### config.mk
export PLATFORM = sky130hd
export DESIGN_NAME = tw8_cmul
export DESIGN_NICKNAME = d
export VERILOG_FILES = /design/src/rtl/tw8_pkg.sv /design/src/rtl/tw8_sumdiff.sv /design/src/rtl/tw8_route.sv /design/src/rtl/tw8_scale.sv /design/src/rtl/tw8_cmul.sv
export SDC_FILE = /design/constraint.sdc
export NUM_CORES = 1
export LEC_CHECK = 0
export ABC_AREA = 1
export BUFFER_PORTS_ARGS = -buffer_cell sky130_fd_sc_hd__clkbuf_2
export CAP_MARGIN = 10
export CORE_MARGIN = 3
export CORE_UTILIZATION = 55
export CTS_BUF_LIST = sky130_fd_sc_hd__clkbuf_8 sky130_fd_sc_hd__clkbuf_16
export DETAILED_ROUTE_END_ITERATION = 10
export GPL_TIMING_DRIVEN = 0
export PLACE_DENSITY = 0.73
export RECOVER_POWER = 100
export SYNTH_ARGS = -nofsm -noshare
export SYNTH_HDL_FRONTEND = slang
export SYNTH_SLANG_ARGS = --single-unit
### constraint.sdc
create_clock -name clk -period 2.2 [get_ports clk]
set_input_delay 0.22 -clock clk [delete_from_list [all_inputs] [get_ports clk]]
set_output_delay 0.22 -clock clk [all_outputs]
set_load 0.02 [all_outputs]
### src/rtl/tw8_pkg.sv
package tw8_pkg;

  // Fractional bits of the fixed scaling constant 46341 / 2^16 (~ sqrt(2)/2)
  localparam int FRAC_W  = 16;
  localparam int N_TERMS = 7;

  typedef enum logic {
    TW_FWD = 1'b0,   // (sqrt2/2)(1-j)
    TW_REV = 1'b1    // -(sqrt2/2)(1+j)
  } tw_sel_e;

  // Signed-digit decomposition: 46341 = 2^16 - 2^14 - 2^12 + 2^10 + 2^8 + 2^2 + 2^0
  function automatic int term_shift(input int idx);
    case (idx)
      0: term_shift = 16;
      1: term_shift = 14;
      2: term_shift = 12;
      3: term_shift = 10;
      4: term_shift = 8;
      5: term_shift = 2;
      default: term_shift = 0;
    endcase
  endfunction

  function automatic logic term_neg(input int idx);
    term_neg = (idx == 1) || (idx == 2);
  endfunction

endpackage

### src/rtl/tw8_sumdiff.sv
module tw8_sumdiff #(
  parameter int DATA_W = 16,
  localparam int SUM_W = DATA_W + 1
) (
  input  logic                    clk,
  input  logic                    rst_n,
  input  logic                    en,
  input  logic                    sel,
  input  logic signed [DATA_W-1:0] a,
  input  logic signed [DATA_W-1:0] b,
  output logic                    vld_q,
  output logic                    sel_q,
  output logic signed [SUM_W-1:0] sum_q,
  output logic signed [SUM_W-1:0] dif_q
);

  logic signed [SUM_W-1:0] a_x, b_x, sum_d, dif_d;

  always_comb begin
    a_x   = {a[DATA_W-1], a};
    b_x   = {b[DATA_W-1], b};
    sum_d = a_x + b_x;
    dif_d = b_x - a_x;
  end

  always_ff @(posedge clk or negedge rst_n) begin
    if (!rst_n) begin
      vld_q <= 1'b0;
      sel_q <= 1'b0;
      sum_q <= '0;
      dif_q <= '0;
    end else begin
      vld_q <= en;
      if (en) begin
        sel_q <= sel;
        sum_q <= sum_d;
        dif_q <= dif_d;
      end
    end
  end


  sum_plus_dif_chk: assert property (@(posedge clk) disable iff (!rst_n)
    vld_q |-> ((SUM_W+1)'(sum_q) + (SUM_W+1)'(dif_q)) == ((SUM_W+1)'($past(b)) <<< 1));


  stage_hold_chk: assert property (@(posedge clk) disable iff (!rst_n)
    !en |=> ($stable(sum_q) && $stable(dif_q)));

endmodule

### src/rtl/tw8_route.sv
module tw8_route #(
  parameter int SUM_W = 17,
  localparam int ARG_W = SUM_W + 1
) (
  input  logic                    sel,
  input  logic signed [SUM_W-1:0] sum,
  input  logic signed [SUM_W-1:0] dif,
  output logic signed [ARG_W-1:0] re_arg,
  output logic signed [ARG_W-1:0] im_arg
);

  import tw8_pkg::*;

  logic signed [ARG_W-1:0] sum_x, dif_x;

  always_comb begin
    sum_x = {sum[SUM_W-1], sum};
    dif_x = {dif[SUM_W-1], dif};
    if (tw_sel_e'(sel) == TW_REV) begin
      re_arg = dif_x;
      im_arg = -sum_x;
    end else begin
      re_arg = sum_x;
      im_arg = dif_x;
    end
  end

endmodule

### src/rtl/tw8_scale.sv
module tw8_scale #(
  parameter int ARG_W  = 18,
  parameter int DATA_W = 16
) (
  input  logic signed [ARG_W-1:0]  x,
  output logic signed [DATA_W-1:0] y
);

  import tw8_pkg::*;

  localparam int PROD_W = ARG_W + FRAC_W + 1;
  localparam logic signed [PROD_W-1:0] HALF = PROD_W'(1) <<< (FRAC_W - 1);
  localparam logic signed [PROD_W-1:0] MAXV = PROD_W'((64'sd1 <<< (DATA_W - 1)) - 1);
  localparam logic signed [PROD_W-1:0] MINV = -MAXV - PROD_W'(1);

  logic signed [PROD_W-1:0] x_x, acc, rnd, q;

  always_comb begin
    x_x = {{(PROD_W-ARG_W){x[ARG_W-1]}}, x};
    acc = '0;
    for (int i = 0; i < N_TERMS; i++) begin
      if (term_neg(i)) acc = acc - (x_x <<< term_shift(i));
      else             acc = acc + (x_x <<< term_shift(i));
    end
    rnd = acc + HALF;
    q   = rnd >>> FRAC_W;
    if (q > MAXV)      y = MAXV[DATA_W-1:0];
    else if (q < MINV) y = MINV[DATA_W-1:0];
    else               y = q[DATA_W-1:0];
  end

endmodule

### src/rtl/tw8_cmul.sv
module tw8_cmul #(
  parameter int DATA_W = 16
) (
  input  logic                     clk,
  input  logic                     rst_n,
  input  logic                     in_valid,
  input  logic                     in_sel,
  input  logic signed [DATA_W-1:0] in_re,
  input  logic signed [DATA_W-1:0] in_im,
  output logic                     out_valid,
  output logic signed [DATA_W-1:0] out_re,
  output logic signed [DATA_W-1:0] out_im
);

  localparam int SUM_W  = DATA_W + 1;
  localparam int ARG_W  = SUM_W + 1;
  localparam int LANES  = 2;

  // reset: asynchronous assertion, synchronous release
  logic rst_meta, rst_sync_n;
  always_ff @(posedge clk or negedge rst_n) begin
    if (!rst_n) begin
      rst_meta   <= 1'b0;
      rst_sync_n <= 1'b0;
    end else begin
      rst_meta   <= 1'b1;
      rst_sync_n <= rst_meta;
    end
  end

  logic                    v1, s1;
  logic signed [SUM_W-1:0] sum1, dif1;

  tw8_sumdiff #(.DATA_W(DATA_W)) u_sumdiff (
    .clk   (clk),
    .rst_n (rst_sync_n),
    .en    (in_valid),
    .sel   (in_sel),
    .a     (in_re),
    .b     (in_im),
    .vld_q (v1),
    .sel_q (s1),
    .sum_q (sum1),
    .dif_q (dif1)
  );

  logic signed [ARG_W-1:0]  lane_arg [LANES];
  logic signed [DATA_W-1:0] lane_res [LANES];

  tw8_route #(.SUM_W(SUM_W)) u_route (
    .sel    (s1),
    .sum    (sum1),
    .dif    (dif1),
    .re_arg (lane_arg[0]),
    .im_arg (lane_arg[1])
  );

  for (genvar g = 0; g < LANES; g++) begin : g_lane
    tw8_scale #(.ARG_W(ARG_W), .DATA_W(DATA_W)) u_scale (
      .x (lane_arg[g]),
      .y (lane_res[g])
    );
  end

  logic                     ov_d;
  logic signed [DATA_W-1:0] ore_d, oim_d;

  always_comb begin
    ov_d  = v1;
    ore_d = out_re;
    oim_d = out_im;
    if (v1) begin
      ore_d = lane_res[0];
      oim_d = lane_res[1];
    end
  end

  always_ff @(posedge clk or negedge rst_sync_n) begin
    if (!rst_sync_n) begin
      out_valid <= 1'b0;
      out_re    <= '0;
      out_im    <= '0;
    end else begin
      out_valid <= ov_d;
      out_re    <= ore_d;
      out_im    <= oim_d;
    end
  end


  valid_lat_chk: assert property (@(posedge clk) disable iff (!rst_sync_n)
    in_valid |-> ##2 out_valid);


  no_spurious_chk: assert property (@(posedge clk) disable iff (!rst_sync_n)
    !in_valid |-> ##2 !out_valid);


  out_hold_chk: assert property (@(posedge clk) disable iff (!rst_sync_n)
    !v1 |=> ($stable(out_re) && $stable(out_im)));


  sign_keep_chk: assert property (@(posedge clk) disable iff (!rst_sync_n)
    (v1 && lane_arg[0] > 0) |=> !out_re[DATA_W-1]);

endmodule

==> results by group <==
Clocking
  • Worst-skew pair later-pin latency: between 0.3 and 0.4 ns
  • CTS tree: done
  • Clock Sinks: 70
  • CTS Buf Count: 9
  • Clk buf depth: 2
  • Htree depth: 3
  • Reg clk slew, reported paths: around 0.060 ns
  • Root Buffer: clkbuf_16

Placed design
  • PortBufs: slightly below 70
  • Dpl hpwl: ~30000 um
  • Placed cells: about 2300
  • DP Worst Slack: -4.33 ns
  • RD Place Congestion: roughly 0.96

Logic synthesis
  • Synth area leaders: ha_1, fa_1, dfrtp_1, nand2_1, inv_1
  • Most frequent cells after synthesis: nand2_1, inv_1, ha_1
  • Top-area cell type share of the netlist area: between 20% and 30%
  • Synth warn: 0
  • Post-synthesis cell type count: 49
  • FFs w/ async S/R, synth: 100%
  • Syn_nets: 2305
  • Mapped Area: about 14000 sq um
  • Post-synth EDFFs: 0
  • Mapped Cells: around 1900
  • Post-synth top area cell: ha_1
  • Seq/Total Area, Yosys: between 10% and 20%
  • Synth Flop Type: dfrtp_1
  • Synthesized flop and latch total: 70
  • Syn Area/Cell: around 7.3 sq um
  • Most common cell in the netlist: nand2_1

Finish
  • FILL cells: between 2000 and 2500
  • # diodes: 0
  • Ratio of cells with drive above 1 in the final layout: between 10% and 20%
  • Area Overhead vs Synth: 20.9%
  • FF/Latch Area: between 1500 and 2000 sq um
  • Nets@finish: between 2000 and 2500
  • Fin cells: between 2000 and 2500
  • Multi-input logic area: approximately 12000 sq um

GRT
  • M1 GR Usage: 37.2%
  • Largest net degree at the start of global routing: a little under 70
  • First-pass GRT wire length: 61700 um
  • Tot GR Track Use: 28.2%
  • Met3 usage: under 10%
  • GR peak layer: met2
  • Vias in the first global route: between 10000 and 15000
  • Gr ovfl total: 0
  • M2 GR Usage: between 40 and 50%
  • Initial antenna violation count: 0

Timing
  • Final min period: approximately 5.9 ns
  • Final hold viol count: 0
  • Max Fclk: between 150 and 200 MHz
  • Worst Skew: approximately 0.007 ns
  • Worst slew margin: -2.05%
  • Slew @ Worst Pin: approximately 1.5 ns
  • Setup_tns: -107.16 ns
  • Final period utilization: 269%
  • Final WS setup: -3.73 ns
  • RSZ-0062 raised after global routing: true
  • Setup violations, final: 35
  • Pins Over Slew Limit: 69

Critical path
  • Arr. time, crit path: between 6 and 7 ns
  • Setup CP Type: reg -> reg
  • Reg2reg start: u_sumdiff.sum_q[0]
  • Crit path max fanout: 5
  • Worst EP required: 2.43 ns
  • CP peak stage delay: between 0.5 and 0.6 ns
  • Crit path capture type: flip-flop
  • Crit path launch type: flip-flop
  • CP max-delay cell: fa_1
  • Critical path launch point: u_sumdiff.sum_q[0]

Status
  • Failing checks: capacitance limit, slew limit, setup timing
  • Outcome: finished with violations

Detailed routing
  • Drt pass-1 iters: 5
  • DR iter-0 viols: roughly 840
  • Detail Route Antenna Nets: 0
  • Drt drc: 0
  • Total Wirelength: around 37000 um
  • Vias: around 13000
  • Drt wl/cell: between 15 and 20 um
  • DR vias/cell: 5.21

Floorplanning
  • Die ar.: 27300 sq um
  • Core box area: roughly 25000 sq um
  • Site Rows: 57
  • Number of I/O pins: 69
  • Die Span Y: between 150 and 200 um
  • DIE WIDTH: ~170 um
  • Initial Utilization: between 50% and 60%

Worst hold path
  • Class of the worst hold path: in -> reg
  • HP Start: in_sel

Run
  • Max_cap viols: 1
## routing by layer
| layer | up-vias | part of all wire (%) |
|---|---|---|
| li1 | 6240 | - |
| met1 | 5867 | 45 |
| met2 | 334 | 47 |
| met3 | 78 | 4.8 |
| met4 | 0 | 3.4 |
| met5 | - | 0 |
## path summary, 6_finish.rpt
path                                       to  slack (ns)  depth (start not counted)
hold reg to reg                    rst_sync_n        0.36                          0
max in group asynchronous  u_sumdiff.sum_q[0]        0.50                          0
hold / removal                u_sumdiff.sel_q         0.1                          3
setup / recovery                    out_im[2]       -3.73                         35
min in group asynchronous            rst_meta        0.18                          2
setup reg to reg                    out_im[2]       -3.73                         35
## per-stage QoR
step	hold WS, ns	instance area, sq um	util (%)
4_1_cts	0.0942	16300	66.3
6_report	0.0953	16900	68.5
5_1_grt	0.105	16900	68.5
3_3_place_gp	0.00650	15000	61.1
3_5_place_dp	0.0110	15000	61.1
2_1_floorplan	-0.0756	14300	-
## cells in the final DEF, fill, tap and decap left out, types with 6 or more instances in the layout
cell / instances
nor2_2: 14
a21oi_2: 41
xnor2_1: 6
nand3_1: 59
ha_1: 201
nand3_2: 8
dfrtp_1: 68
nor2_4: 14
nand4_1: 13
clkbuf_1: 56
o21ai_4: 20
nand2_2: 58
nor2_1: 127
buf_6: 10
nor3_1: 7
nand2_1: 394
clkbuf_16: 10
inv_4: 7
o21bai_1: 15
a21oi_1: 70
clkbuf_2: 28
buf_4: 71
a21o_1: 8
nand2_4: 25
fa_1: 131
ha_4: 17
inv_1: 379
o21ai_0: 63
xor2_1: 38
inv_2: 24
## sequential cells by signal, summed over array words and instances, names as in the netlist
name and cells:
u_sumdiff.vld_q 1, u_sumdiff.sum_q 17, u_sumdiff.sel_q 1, out_re 16, out_im 16, rst_meta 1, u_sumdiff.dif_q 16, rst_sync_n 1
out_valid 1
## critical path: cells and delay by family, from the launching register on
kind	cells	cell delay [ns]
xor+xnor	1	0.13
compound gates	2	0.33
simple gates	19	1.91
flops	1	0.45
fa+ha+maj	5	2.30
buf+inv	8	0.65
## layout make-up
cell class / count / area share [%]
clock buffer: 9 / 1.34
clock inverter: 7 / 0.579
tap: 324 / 2.40
sequential: 70 / 10.4
buffer: 29 / 1.34
inverter: 411 / 9.30
timing repair buffer: 151 / 5.85
multi-input combinational: 1401 / 68.8
## kinds of logic after synthesis
| logic type | share of synthesized area (%) |
|---|---|
| buffers and inverters | 12.2 |
| adders and majority gates | 39.4 |
| DFF | 12.6 |
| other | 0.0269 |
| and+or+nand+nor | 22.5 |
| AOI/OAI and AO/OA | 10.6 |
| xor gates and xnor gates | 2.83 |
## repair_timing
action | in CTS | in global routing
resized for setup | 118 | 119
endpoints found under the hold margin | 2 | 0
setup buffers | 59 | 21
setup endpoints to repair | 32 | 37
hold buffers | 1 | 0
gates cloned | 1 | 1
pin swaps | 46 | 55
Power is left out: the tool's default activity adds up to more than one toggle a clock period on the data nets, which glitch-free logic cannot reach.
